===== src/rtl/smb_pkg.sv =====
package smb_pkg;

  typedef enum logic [2:0] {
    PH_IDLE,
    PH_ADDR,
    PH_IGN,
    PH_WCMD,
    PH_WDATA,
    PH_RD
  } phase_t;

  // CRC-8, polynomial 0x07, one byte, MSB first
  function automatic logic [7:0] crc8_step(input logic [7:0] crc, input logic [7:0] data);
    logic [7:0] c;
    c = crc ^ data;
    for (int i = 0; i < 8; i++) begin
      c = c[7] ? ((c << 1) ^ 8'h07) : (c << 1);
    end
    return c;
  endfunction

endpackage


===== src/rtl/smb_rst_sync.sv =====
module smb_rst_sync (
  input  logic clk,
  input  logic rst_n,
  output logic rst_sync_n
);
  logic [1:0] sh_q;

  always_ff @(posedge clk or negedge rst_n) begin
    if (!rst_n) sh_q <= 2'b00;
    else        sh_q <= {sh_q[0], 1'b1};
  end

  assign rst_sync_n = sh_q[1];
endmodule


===== src/rtl/smb_pec_crc.sv =====
module smb_pec_crc (
  input  logic       clk,
  input  logic       rst_n,
  input  logic       clr,
  input  logic       upd,
  input  logic [7:0] din,
  output logic [7:0] crc
);
  logic [7:0] crc_q, crc_d;

  always_comb begin
    crc_d = crc_q;
    if (clr)      crc_d = 8'h00;
    else if (upd) crc_d = smb_pkg::crc8_step(crc_q, din);
  end

  always_ff @(posedge clk or negedge rst_n) begin
    if (!rst_n)          crc_q <= 8'h00;
    else if (clr || upd) crc_q <= crc_d;
  end

  assign crc = crc_q;
endmodule


===== src/rtl/smb_wr_buf.sv =====
module smb_wr_buf #(
  parameter int DEPTH = 32,
  parameter int IW    = 5
) (
  input  logic          clk,
  input  logic          rst_n,
  input  logic          we,
  input  logic [IW-1:0] widx,
  input  logic [7:0]    wdata,
  input  logic [IW-1:0] ridx,
  output logic [7:0]    rdata
);
  logic [7:0] slot_w [DEPTH];

  for (genvar g = 0; g < DEPTH; g++) begin : g_slot
    logic [7:0] slot_q;
    always_ff @(posedge clk or negedge rst_n) begin
      if (!rst_n)                        slot_q <= 8'h00;
      else if (we && widx == IW'(g))     slot_q <= wdata;
    end
    assign slot_w[g] = slot_q;
  end

  assign rdata = slot_w[ridx];
endmodule


===== src/rtl/smb_reg_ctrl.sv =====
module smb_reg_ctrl #(
  parameter logic [6:0] DEV_ADDR  = 7'h34,
  parameter int         BUF_DEPTH = 32,
  parameter int         RD_CNT    = 4,
  parameter logic [7:0] BLK_CMD   = 8'hFC,
  parameter logic [7:0] ERASE_CMD = 8'hFE
) (
  input  logic       clk,
  input  logic       rst_n,
  input  logic       pec_en,
  input  logic       bus_start,
  input  logic       bus_stop,
  input  logic       rx_valid,
  input  logic [7:0] rx_data,
  input  logic       tx_ack,
  output logic [7:0] tx_data,
  output logic [7:0] mem_addr,
  output logic [7:0] mem_wdata,
  output logic       mem_we,
  output logic       mem_erase,
  input  logic [7:0] mem_rdata,
  output logic       pec_err,
  output logic       trunc_flag
);
  import smb_pkg::*;

  localparam int         IW      = (BUF_DEPTH > 1) ? $clog2(BUF_DEPTH) : 1;
  localparam int         CW      = IW + 1;
  localparam logic [8:0] DEPTH9  = 9'(BUF_DEPTH);
  localparam logic [7:0] RDC8    = 8'(RD_CNT);
  localparam logic [7:0] RDC8P1  = 8'(RD_CNT + 1);

  logic rst_ni;
  smb_rst_sync u_rst (.clk(clk), .rst_n(rst_n), .rst_sync_n(rst_ni));

  phase_t        phase_q, phase_d;
  logic          active_q, active_d;
  logic          blk_q, blk_d, ers_q, ers_d;
  logic [7:0]    ptr_q, ptr_d;
  logic [8:0]    npost_q, npost_d;
  logic [7:0]    bcnt_q, bcnt_d;
  logic [7:0]    rdidx_q, rdidx_d;
  logic          pecerr_q, pecerr_d, trunc_q, trunc_d;
  logic          cm_busy_q, cm_busy_d, cm_inc_q, cm_inc_d;
  logic [CW-1:0] cm_idx_q, cm_idx_d, cm_len_q, cm_len_d;
  logic          ers_go_q, ers_go_d;

  logic          crc_clr, crc_upd;
  logic [7:0]    crc_din, crc_q;
  logic          bw_we;
  logic [IW-1:0] bw_idx;
  logic [7:0]    buf_rd;

  logic [8:0]    ndata9, rcv9, len_a9, len9;
  logic          pec_ok;

  smb_pec_crc u_crc (
    .clk(clk), .rst_n(rst_ni), .clr(crc_clr), .upd(crc_upd), .din(crc_din), .crc(crc_q)
  );

  smb_wr_buf #(.DEPTH(BUF_DEPTH), .IW(IW)) u_buf (
    .clk(clk), .rst_n(rst_ni), .we(bw_we), .widx(bw_idx), .wdata(rx_data),
    .ridx(cm_idx_q[IW-1:0]), .rdata(buf_rd)
  );

  // Commit length worked out at STOP
  always_comb begin
    pec_ok = !pec_en || (crc_q == 8'h00 && npost_q != 9'd0);
    if (!pec_en)              ndata9 = npost_q;
    else if (npost_q != 9'd0) ndata9 = npost_q - 9'd1;
    else                      ndata9 = 9'd0;
    rcv9   = (ndata9 != 9'd0) ? ndata9 - 9'd1 : 9'd0;
    len_a9 = (rcv9 < {1'b0, bcnt_q}) ? rcv9 : {1'b0, bcnt_q};
    len9   = (len_a9 < DEPTH9) ? len_a9 : DEPTH9;
  end

  // Byte to send
  always_comb begin
    tx_data = 8'hFF;
    if (phase_q == PH_RD) begin
      if (blk_q) begin
        if (rdidx_q == 8'd0)         tx_data = RDC8;
        else if (rdidx_q <= RDC8)    tx_data = mem_rdata;
        else if (rdidx_q == RDC8P1)  tx_data = crc_q;
      end else begin
        if (rdidx_q == 8'd0)         tx_data = mem_rdata;
        else if (rdidx_q == 8'd1)    tx_data = crc_q;
      end
    end
  end

  // Next state
  always_comb begin
    phase_d  = phase_q;   active_d = active_q;
    blk_d    = blk_q;     ers_d    = ers_q;
    ptr_d    = ptr_q;     npost_d  = npost_q;
    bcnt_d   = bcnt_q;    rdidx_d  = rdidx_q;
    pecerr_d = pecerr_q;  trunc_d  = trunc_q;
    cm_busy_d = cm_busy_q; cm_inc_d = cm_inc_q;
    cm_idx_d = cm_idx_q;  cm_len_d = cm_len_q;
    ers_go_d = 1'b0;
    crc_clr  = 1'b0;      crc_upd  = 1'b0;
    crc_din  = rx_data;
    bw_we    = 1'b0;      bw_idx   = '0;

    if (cm_busy_q) begin
      cm_idx_d = cm_idx_q + CW'(1);
      if (cm_inc_q) ptr_d = ptr_q + 8'd1;
      if (cm_idx_q + CW'(1) == cm_len_q) cm_busy_d = 1'b0;
    end

    if (bus_start) begin
      active_d = 1'b1;
      phase_d  = PH_ADDR;
      npost_d  = 9'd0;
      rdidx_d  = 8'd0;
      ers_d    = 1'b0;
      if (!active_q) begin
        crc_clr  = 1'b1;
        blk_d    = 1'b0;
        pecerr_d = 1'b0;
        trunc_d  = 1'b0;
      end
    end else if (bus_stop) begin
      active_d = 1'b0;
      phase_d  = PH_IDLE;
      if (phase_q == PH_WDATA) begin
        if (!pec_ok) begin
          pecerr_d = 1'b1;
        end else if (ers_q) begin
          ers_go_d = 1'b1;
        end else if (blk_q) begin
          if (len9 != 9'd0) begin
            cm_busy_d = 1'b1; cm_idx_d = '0; cm_len_d = len9[CW-1:0]; cm_inc_d = 1'b1;
          end
        end else if (ndata9 != 9'd0) begin
          cm_busy_d = 1'b1; cm_idx_d = '0; cm_len_d = CW'(1); cm_inc_d = 1'b0;
        end
      end
    end else if (rx_valid) begin
      case (phase_q)
        PH_ADDR: begin
          crc_upd = 1'b1;
          if (rx_data[7:1] == DEV_ADDR) phase_d = rx_data[0] ? PH_RD : PH_WCMD;
          else                          phase_d = PH_IGN;
        end
        PH_WCMD: begin
          crc_upd = 1'b1;
          blk_d   = (rx_data == BLK_CMD);
          ers_d   = (rx_data == ERASE_CMD);
          if (rx_data != BLK_CMD && rx_data != ERASE_CMD) ptr_d = rx_data;
          phase_d = PH_WDATA;
          npost_d = 9'd0;
        end
        PH_WDATA: begin
          crc_upd = 1'b1;
          if (npost_q != 9'h1FF) npost_d = npost_q + 9'd1;
          if (blk_q) begin
            if (npost_q == 9'd0) begin
              bcnt_d = rx_data;
              if ({1'b0, rx_data} > DEPTH9) trunc_d = 1'b1;
            end else if ((npost_q - 9'd1) < DEPTH9) begin
              bw_we  = 1'b1;
              bw_idx = IW'(npost_q - 9'd1);
            end
          end else if (!ers_q && npost_q == 9'd0) begin
            bw_we = 1'b1;
          end
        end
        default: ;
      endcase
    end else if (tx_ack && phase_q == PH_RD) begin
      crc_upd = 1'b1;
      crc_din = tx_data;
      if (rdidx_q != 8'hFF) rdidx_d = rdidx_q + 8'd1;
      if (blk_q && rdidx_q != 8'd0 && rdidx_q <= RDC8) ptr_d = ptr_q + 8'd1;
    end
  end

  // Registers
  always_ff @(posedge clk or negedge rst_ni) begin
    if (!rst_ni) begin
      phase_q  <= PH_IDLE; active_q <= 1'b0;
      blk_q    <= 1'b0;    ers_q    <= 1'b0;
      ptr_q    <= 8'h00;   npost_q  <= 9'd0;
      bcnt_q   <= 8'h00;   rdidx_q  <= 8'h00;
      pecerr_q <= 1'b0;    trunc_q  <= 1'b0;
      cm_busy_q <= 1'b0;   cm_inc_q <= 1'b0;
      cm_idx_q <= '0;      cm_len_q <= '0;
      ers_go_q <= 1'b0;
    end else begin
      phase_q  <= phase_d;  active_q <= active_d;
      blk_q    <= blk_d;    ers_q    <= ers_d;
      ptr_q    <= ptr_d;    npost_q  <= npost_d;
      bcnt_q   <= bcnt_d;   rdidx_q  <= rdidx_d;
      pecerr_q <= pecerr_d; trunc_q  <= trunc_d;
      cm_busy_q <= cm_busy_d; cm_inc_q <= cm_inc_d;
      cm_idx_q <= cm_idx_d; cm_len_q <= cm_len_d;
      ers_go_q <= ers_go_d;
    end
  end

  assign mem_addr   = ptr_q;
  assign mem_wdata  = buf_rd;
  assign mem_we     = cm_busy_q;
  assign mem_erase  = ers_go_q;
  assign pec_err    = pecerr_q;
  assign trunc_flag = trunc_q;

  assert_bad_pec_blocks_R9: assert property (@(posedge clk) disable iff (!rst_ni)
    (bus_stop && phase_q == PH_WDATA && pec_en && crc_q != 8'h00)
      |=> (!mem_we && !mem_erase && pec_err));

  assert_commit_bounded_R10: assert property (@(posedge clk) disable iff (!rst_ni)
    cm_busy_q |-> (cm_len_q <= CW'(BUF_DEPTH) && cm_idx_q < cm_len_q));

  assert_erase_single_R5: assert property (@(posedge clk) disable iff (!rst_ni)
    mem_erase |=> !mem_erase);

  assert_rdbyte_ptr_hold_R4: assert property (@(posedge clk) disable iff (!rst_ni)
    (tx_ack && phase_q == PH_RD && !blk_q) |=> $stable(ptr_q));

  assert_foreign_ignored_R11: assert property (@(posedge clk) disable iff (!rst_ni)
    (rx_valid && phase_q == PH_IGN && !cm_busy_q) |=> ($stable(ptr_q) && !mem_we));

endmodule


===== config.mk =====
export PLATFORM = sky130hd
export DESIGN_NAME = smb_reg_ctrl
export DESIGN_NICKNAME = d
export VERILOG_FILES = /design/src/rtl/smb_pkg.sv /design/src/rtl/smb_rst_sync.sv /design/src/rtl/smb_pec_crc.sv /design/src/rtl/smb_wr_buf.sv /design/src/rtl/smb_reg_ctrl.sv
export SDC_FILE = /design/constraint.sdc
export NUM_CORES = 1
export LEC_CHECK = 0
export ABC_AREA = 0
export BUFFER_PORTS_ARGS = -buffer_cell sky130_fd_sc_hd__buf_2
export CAP_MARGIN = 20
export CORE_MARGIN = 2
export CORE_UTILIZATION = 62
export CTS_CLUSTER_SIZE = 40
export DETAILED_ROUTE_END_ITERATION = 10
export GPL_TIMING_DRIVEN = 1
export PLACE_DENSITY = 0.79
export SYNTH_ARGS = -nofsm -noshare
export SYNTH_HDL_FRONTEND = slang
export SYNTH_SLANG_ARGS = --single-unit
export TNS_END_PERCENT = 100

===== constraint.sdc =====
create_clock -name clk -period 20.5 [get_ports clk]
set_clock_uncertainty 0.15 [all_clocks]
set_input_delay 2.05 -clock clk [delete_from_list [all_inputs] [get_ports clk]]
set_output_delay 2.05 -clock clk [all_outputs]
set_load 0.005 [all_outputs]

* Word-level counts from Yosys, hierarchy flattened
Cells that the tools add are included.
** Word-level totals
- Bits of input ports :: 23
- Output and inout port bits :: 28
- ROM bits :: 0
- Bits in latches :: 0
- Memories kept :: 0
- Bits in registers :: 322
- RAM bits :: 0
- Word-level logic and storage cells :: 328
** Cells by class
- Shift operators :: 0
- Bitwise logic cells :: 13
- $add $sub $neg :: 6
- Div/mod/pow operators :: 0
- Reduce and logical (&&, ||, !) cells :: 75
- $mul :: 0
- Multiplexer cells :: 128
- $lt $le $gt $ge :: 6
- Equal/unequal tests :: 51
** Operators with widths (count)
- 2-to-1 mux 8 bit :: 29
- 2-to-1 mux 9 bit :: 9
- equality test 5 bit (second input constant) :: 16
- 2-to-1 mux 6 bit :: 12
- 2-to-1 mux 1 bit :: 55
- binary-select mux 8 bit (select 5 bit) :: 1
- equality test 5 x 4 -> 1 bit (second input constant) :: 8
- 2-to-1 mux 3 bit :: 13
- logical AND 1 bit :: 38
- 2-to-1 mux 5 bit :: 7
- nonzero test 9 bit :: 3
- inequality test 8 bit (second input constant) :: 3
- inverter 3 bit :: 8
- nonzero test 2 bit :: 11
- equality test 5 x 3 -> 1 bit (second input constant) :: 4
- < comparator 9 x 6 -> 1 bit (second input constant) :: 2
- one-hot mux 9 bit (2 select lines) :: 1
- subtractor 9 x 1 -> 9 bit (second input constant) :: 2
- adder 8 x 1 -> 8 bit (second input constant) :: 2
- equality test 8 bit (second input constant) :: 2
- logical NOT 8 bit :: 2
- AND reduction 4 bit :: 4
- AND reduction 7 bit :: 2
- equality test 5 x 2 -> 1 bit (second input constant) :: 2
- other kinds (33) :: 43

* Depth between registers and ports, before layout
- Word-level depth :: 29
- Mapped depth :: 24
- Mapped depth without buffers :: 22

* Cells and area by module
A second synthesis with hierarchy kept.
** Unflattened totals
- Cell total of the unflattened synthesis :: 1344
- Area total of the unflattened synthesis :: 17035.1 µm²
** By module, submodules not included
- smb_wr_buf :: instances 1, cells an instance 699, seq. area each 6406.1 µm², area each 11673.7 µm²
- smb_reg_ctrl :: instances 1, cells an instance 585, seq. area each 1401.3 µm², area each 4652.0 µm²
- smb_pec_crc :: instances 1, cells an instance 57, seq. area each 200.2 µm², area each 655.6 µm²
- smb_rst_sync :: instances 1, cells an instance 3, seq. area each 50.0 µm², area each 53.8 µm²

* Least setup slack after synthesis
No wires, ideal clock.
- Path kind :: input to register
- From :: input pec_en
- To :: register cm_len_q[0]
- Stages :: 19
- Setup slack :: 14.567 ns
- Data required time :: 20.221 ns
- Data arrival time :: 5.655 ns
- Library setup time :: 0.129 ns
- Buffers on the path :: 4
- Cells stage by stage :: clkbuf_1 > mux2i_1 > ha_1 > and3_1 > clkbuf_1 > and3_1 > buf_2 > nor2_1 > ha_1 > a21o_1 > a21o_1 > a211oi_1 > o21ai_0 > a31oi_1 > nand3_2 > o21bai_4 > a31oi_2 > buf_6 > a2bb2oi_1
** Between the ends
- Cells in the longest elaborated chain, start to end :: 10
- Elaborated cells between the ends (all ways) :: 16
- Those cells by class :: add/sub (1); order compare (2); eq/ne (1); mux (6); reduce/logical (6)
** Ends and longest elaborated chain
- start: declaration :: RTL line smb_reg_ctrl.sv:10 : input logic pec_en,
- 2-to-1 mux 9 bit :: RTL line smb_reg_ctrl.sv:69 : if (!pec_en) ndata9 = npost_q;
- subtractor 9 x 1 -> 9 bit / nonzero test 9 bit (equally long branches) :: RTL line smb_reg_ctrl.sv:72, smb_reg_ctrl.sv:136
- 2-to-1 mux 9 bit :: RTL line smb_reg_ctrl.sv:72 : rcv9 = (ndata9 != 9'd0) ? ndata9 - 9'd1 : 9'd0;
- < comparator 9 x 8 -> 1 bit :: RTL line smb_reg_ctrl.sv:73 : len_a9 = (rcv9 < {1'b0, bcnt_q}) ? rcv9 : {1'b0, bcnt_q};
- 2-to-1 mux 9 bit :: RTL line smb_reg_ctrl.sv:73
- < comparator 9 x 6 -> 1 bit :: RTL line smb_reg_ctrl.sv:74 : len9 = (len_a9 < DEPTH9) ? len_a9 : DEPTH9;
- 2-to-1 mux 9 bit :: RTL line smb_reg_ctrl.sv:74
- nonzero test 9 bit :: RTL line smb_reg_ctrl.sv:133 : if (len9 != 9'd0) begin
- inequality test 2 x 1 -> 1 bit (no source line)
- AND reduction 7 bit (no source line)
- end signal: assignment :: RTL line smb_reg_ctrl.sv:198 : cm_idx_q <= cm_idx_d; cm_len_q <= cm_len_d;
- end: declaration :: RTL line smb_reg_ctrl.sv:45 : logic [CW-1:0] cm_idx_q, cm_idx_d, cm_len_q, cm_len_d;
Parallel ways exist; a longest one is shown, timed or not. The select of a mux whose other input is x is not followed.
A chain may end at the register's enable or synchronous reset.

* Worst setup path after layout
- From :: input pec_en
- To :: register cm_len_q[2]
The elaborated chain is that of the path after synthesis.

==> results.toml <==
[outcome]
status = "complete, no violations"

[die]
start_util_pct = 63.2
rows = 60
die_y_um = 170
num_io_pins = 51
die_area_sq_um = 28800
core_area_sq_um = 27000
die_x_um = 170

[clock_network]
numCtsBuffers = 35
cts_setup_buffers = 0
hold_buffers = 0
cts_root_buf = "clkbuf_16"
cts.sinks = 322
insertion_delay_ns = 0.52
cts_max_level = 2
cts_tree = "done"
clkTransAtPathRegs_ns = 0.07
post_cts_resized = 0
clock_tree.buffer_depth = 3

[timing]
slew_headroom_pct = 30.5
drv_slew = 0
post-route-period-util_pct = 30.5
tightestPinTransition_ns = 1.04
fmax_ghz = 0.160
rsz0062_at_grt = "no"
hold_viol_final = 0
min_period_ns = 6.26
setup_viol = 0
tns_ns = 0

[placement]
io_buffers = 50
gp_congestion = 0.924
dp_hpwl_mm = 26.3

[final_layout]
area_growth_syn_to_layout_pct = 9.62
drive_above_1_share_pct = 35.5
final_common_cell = "dfrtp_1"
fill_cells = 1841
layout_common_cells = "dfrtp_1 (319), mux2_2 (245), mux4_2 (80), nand2_1 (74), nor2_1 (72)"
fin_nets = 1410

[detailed_routing]
num_vias = 11600
drtPass1Iterations = 5
vias_per_cell = 6.65
drtAntennaViolNets = 0
wl_mm = 41.2
drcViolationCount = 0
wl_per_cell_um = 23.7
drtIter0Drc = 1020

[power_and_ir_drop]
power_density_nw_per_um2 = 87.5
peakVddDrop_mv = 0.107
power_uw = 1630
p_leak_uw = 0.00875

[global_route]
grtUsageTotal_pct = 29.5
grt_pass1_wl_mm = 66.0
grt_max_degree = 84
overflow = 0
antenna_found_initial = 1
grt_pass1_vias = 11800

[logic_synthesis]
synth_enable_flop_cells = 0
seq_area_frac_synth_pct = 47.3
synthesis.instances = 1366
synth_top_flop_cell = "dfrtp_1"
yosys_warnings = 0
yosys.area.top_type = "dfrtp_1"
syn_area_sq_um = 17000
yosys-top-cells-area = "dfrtp_1 (47%), mux2_2 (16%), mux4_2 (11%)"
syn_avg_cell_area_sq_um = 12.5
yosys_register_bits = 322
synth_cell_types = 81
syn-num-nets = 1407
synth_top_area_share_pct = 47.3
async_reset_ff_share_pct = 100

[setup_path]
endpoint_kind = "flip-flop"
worstSetupPathType = "in -> reg"
crit_arrival_ns = 6.49
cp-start-kind = "input pin"
path_max_fanout = 12
cp.required_ns = 20.73

[job]
maxCapViolations = 0

[min_path]
hold_path.class = "reg -> async"
==> cell type report <==
class / count / area (sq um) / area share, %
antenna: 1 / 2.50 / 0.0134
timing repair buffer: 60 / 345 / 1.85
clock buffer: 49 / 1030 / 5.51
tap: 341 / 427 / 2.29
clock inverter: 14 / 205 / 1.10
inverter: 31 / 116 / 0.623
multi-input combinational: 919 / 8480 / 45.4
sequential: 322 / 8070 / 43.2
==> worst max-delay path, stage by stage <==
cell and delay (ns):
buf_2 0.23, nand4bb_1 0.24, nor3_1 0.22, mux2_2 0.41, nor2_1 0.33, and3_1 0.38, nor2_1 0.09, ha_1 0.31
a21o_1 0.17, a21o_1 0.17, a211oi_1 0.22, o21ai_0 0.11, a31oi_1 0.39, a31oi_2 0.24, o21bai_4 0.25, a31oi_2 0.51
o22ai_1 0.15
==> power breakdown <==
| part | switching [uW] | internal (uW) | total (uW) | leakage (uW) |
|---|---|---|---|---|
| clock network | 261 | 404 | 666 | 0.000602 |
| logic | 153 | 115 | 268 | 0.00376 |
| registers | 49.2 | 651 | 701 | 0.00439 |
==> cells in the mapped netlist (14+ instances only) <==
master    count
nor3_1       23
inv_1        31
o21ai_0      42
nand4_1      14
mux2_2      245
or3_1        17
xnor2_1      22
mux2i_1      15
a21oi_1      31
nand2_1      74
clkbuf_1     74
nor2_1       72
xor2_1       34
ha_1         18
dfrtp_1     322
nand3_1      42
mux4_2       80
==> stage by stage <==
step / hold WS [ns] / setup WS, ns / utilization (%) / std cells / cell area, sq um
floorplan: 0.181 / 10.71 / - / 1366 / 17000
global placement: 0.125 / 14.01 / 64.6 / 1672 / 17400
detailed placement: 0.136 / 13.83 / 64.6 / 1672 / 17400
CTS: 0.128 / 14.36 / 69.2 / 1735 / 18600
global route: 0.152 / 13.94 / 69.3 / 1736 / 18700
finish: 0.115 / 14.24 / 69.3 / 1737 / 18700
==> cell families (layout without fill, tap and decap cells) <==
group / after synthesis / in the layout / share of synthesized area [%]
muxes: 361 / 361 / 29.2
and+or+nand+nor: 324 / 324 / 9.95
DFF: 322 / 322 / 47.3
AOI/OAI and AO/OA: 159 / 159 / 6.39
buffers and inverters: 125 / 154 / 2.92
xor gates and xnor gates: 56 / 56 / 2.88
adders and majority gates: 18 / 18 / 1.32
other: 1 / 2 / 0.0220
==> state kept, by name, indices dropped and copies added (netlist names) <==
register and count:
bcnt_q 8, pec_err 1, mem_we 1, u_buf.g_slot.slot_q 256
u_crc.crc 8, cm_len_q 6, ers_q 1, blk_q 1
cm_idx_q 6, cm_inc_q 1, rdidx_q 8, mem_erase 1
npost_q 9, active_q 1, trunc_flag 1, mem_addr 8
phase_q 3, u_rst.sh_q 2
==> per-layer routing <==
metal  global-route usage, %  wire [um]  up-vias
met5                       0          0        -
met4                    7.51        830        0
met3                    6.02       2890       63
met2                    48.2      20100      421
met1                    41.1      17300     6030
li1                        -          -     5042
==> final timing paths <==
check / from / to / slack, ns / cells after the start
max reg2reg: npost_q[0]$_DFFE_PN0P_ / cm_len_q[2]$_DFFE_PN0P_ / 14.40 / 20
min reg2reg: u_rst.sh_q[1]$_DFF_PN0_ / u_crc.crc[3]$_DFFE_PN0P_ / 0.11 / 0
min in group clk: u_rst.sh_q[0]$_DFF_PN0_ / u_rst.sh_q[1]$_DFF_PN0_ / 0.21 / 0
min: u_rst.sh_q[1]$_DFF_PN0_ / u_crc.crc[3]$_DFFE_PN0P_ / 0.11 / 0
max: pec_en / cm_len_q[2]$_DFFE_PN0P_ / 14.24 / 17
max in group asynchronous: u_rst.sh_q[1]$_DFF_PN0_ / u_buf.g_slot[3].slot_q[1]$_DFFE_PN0P_ / 17.95 / 2
(Power assumes the default switching activity.)
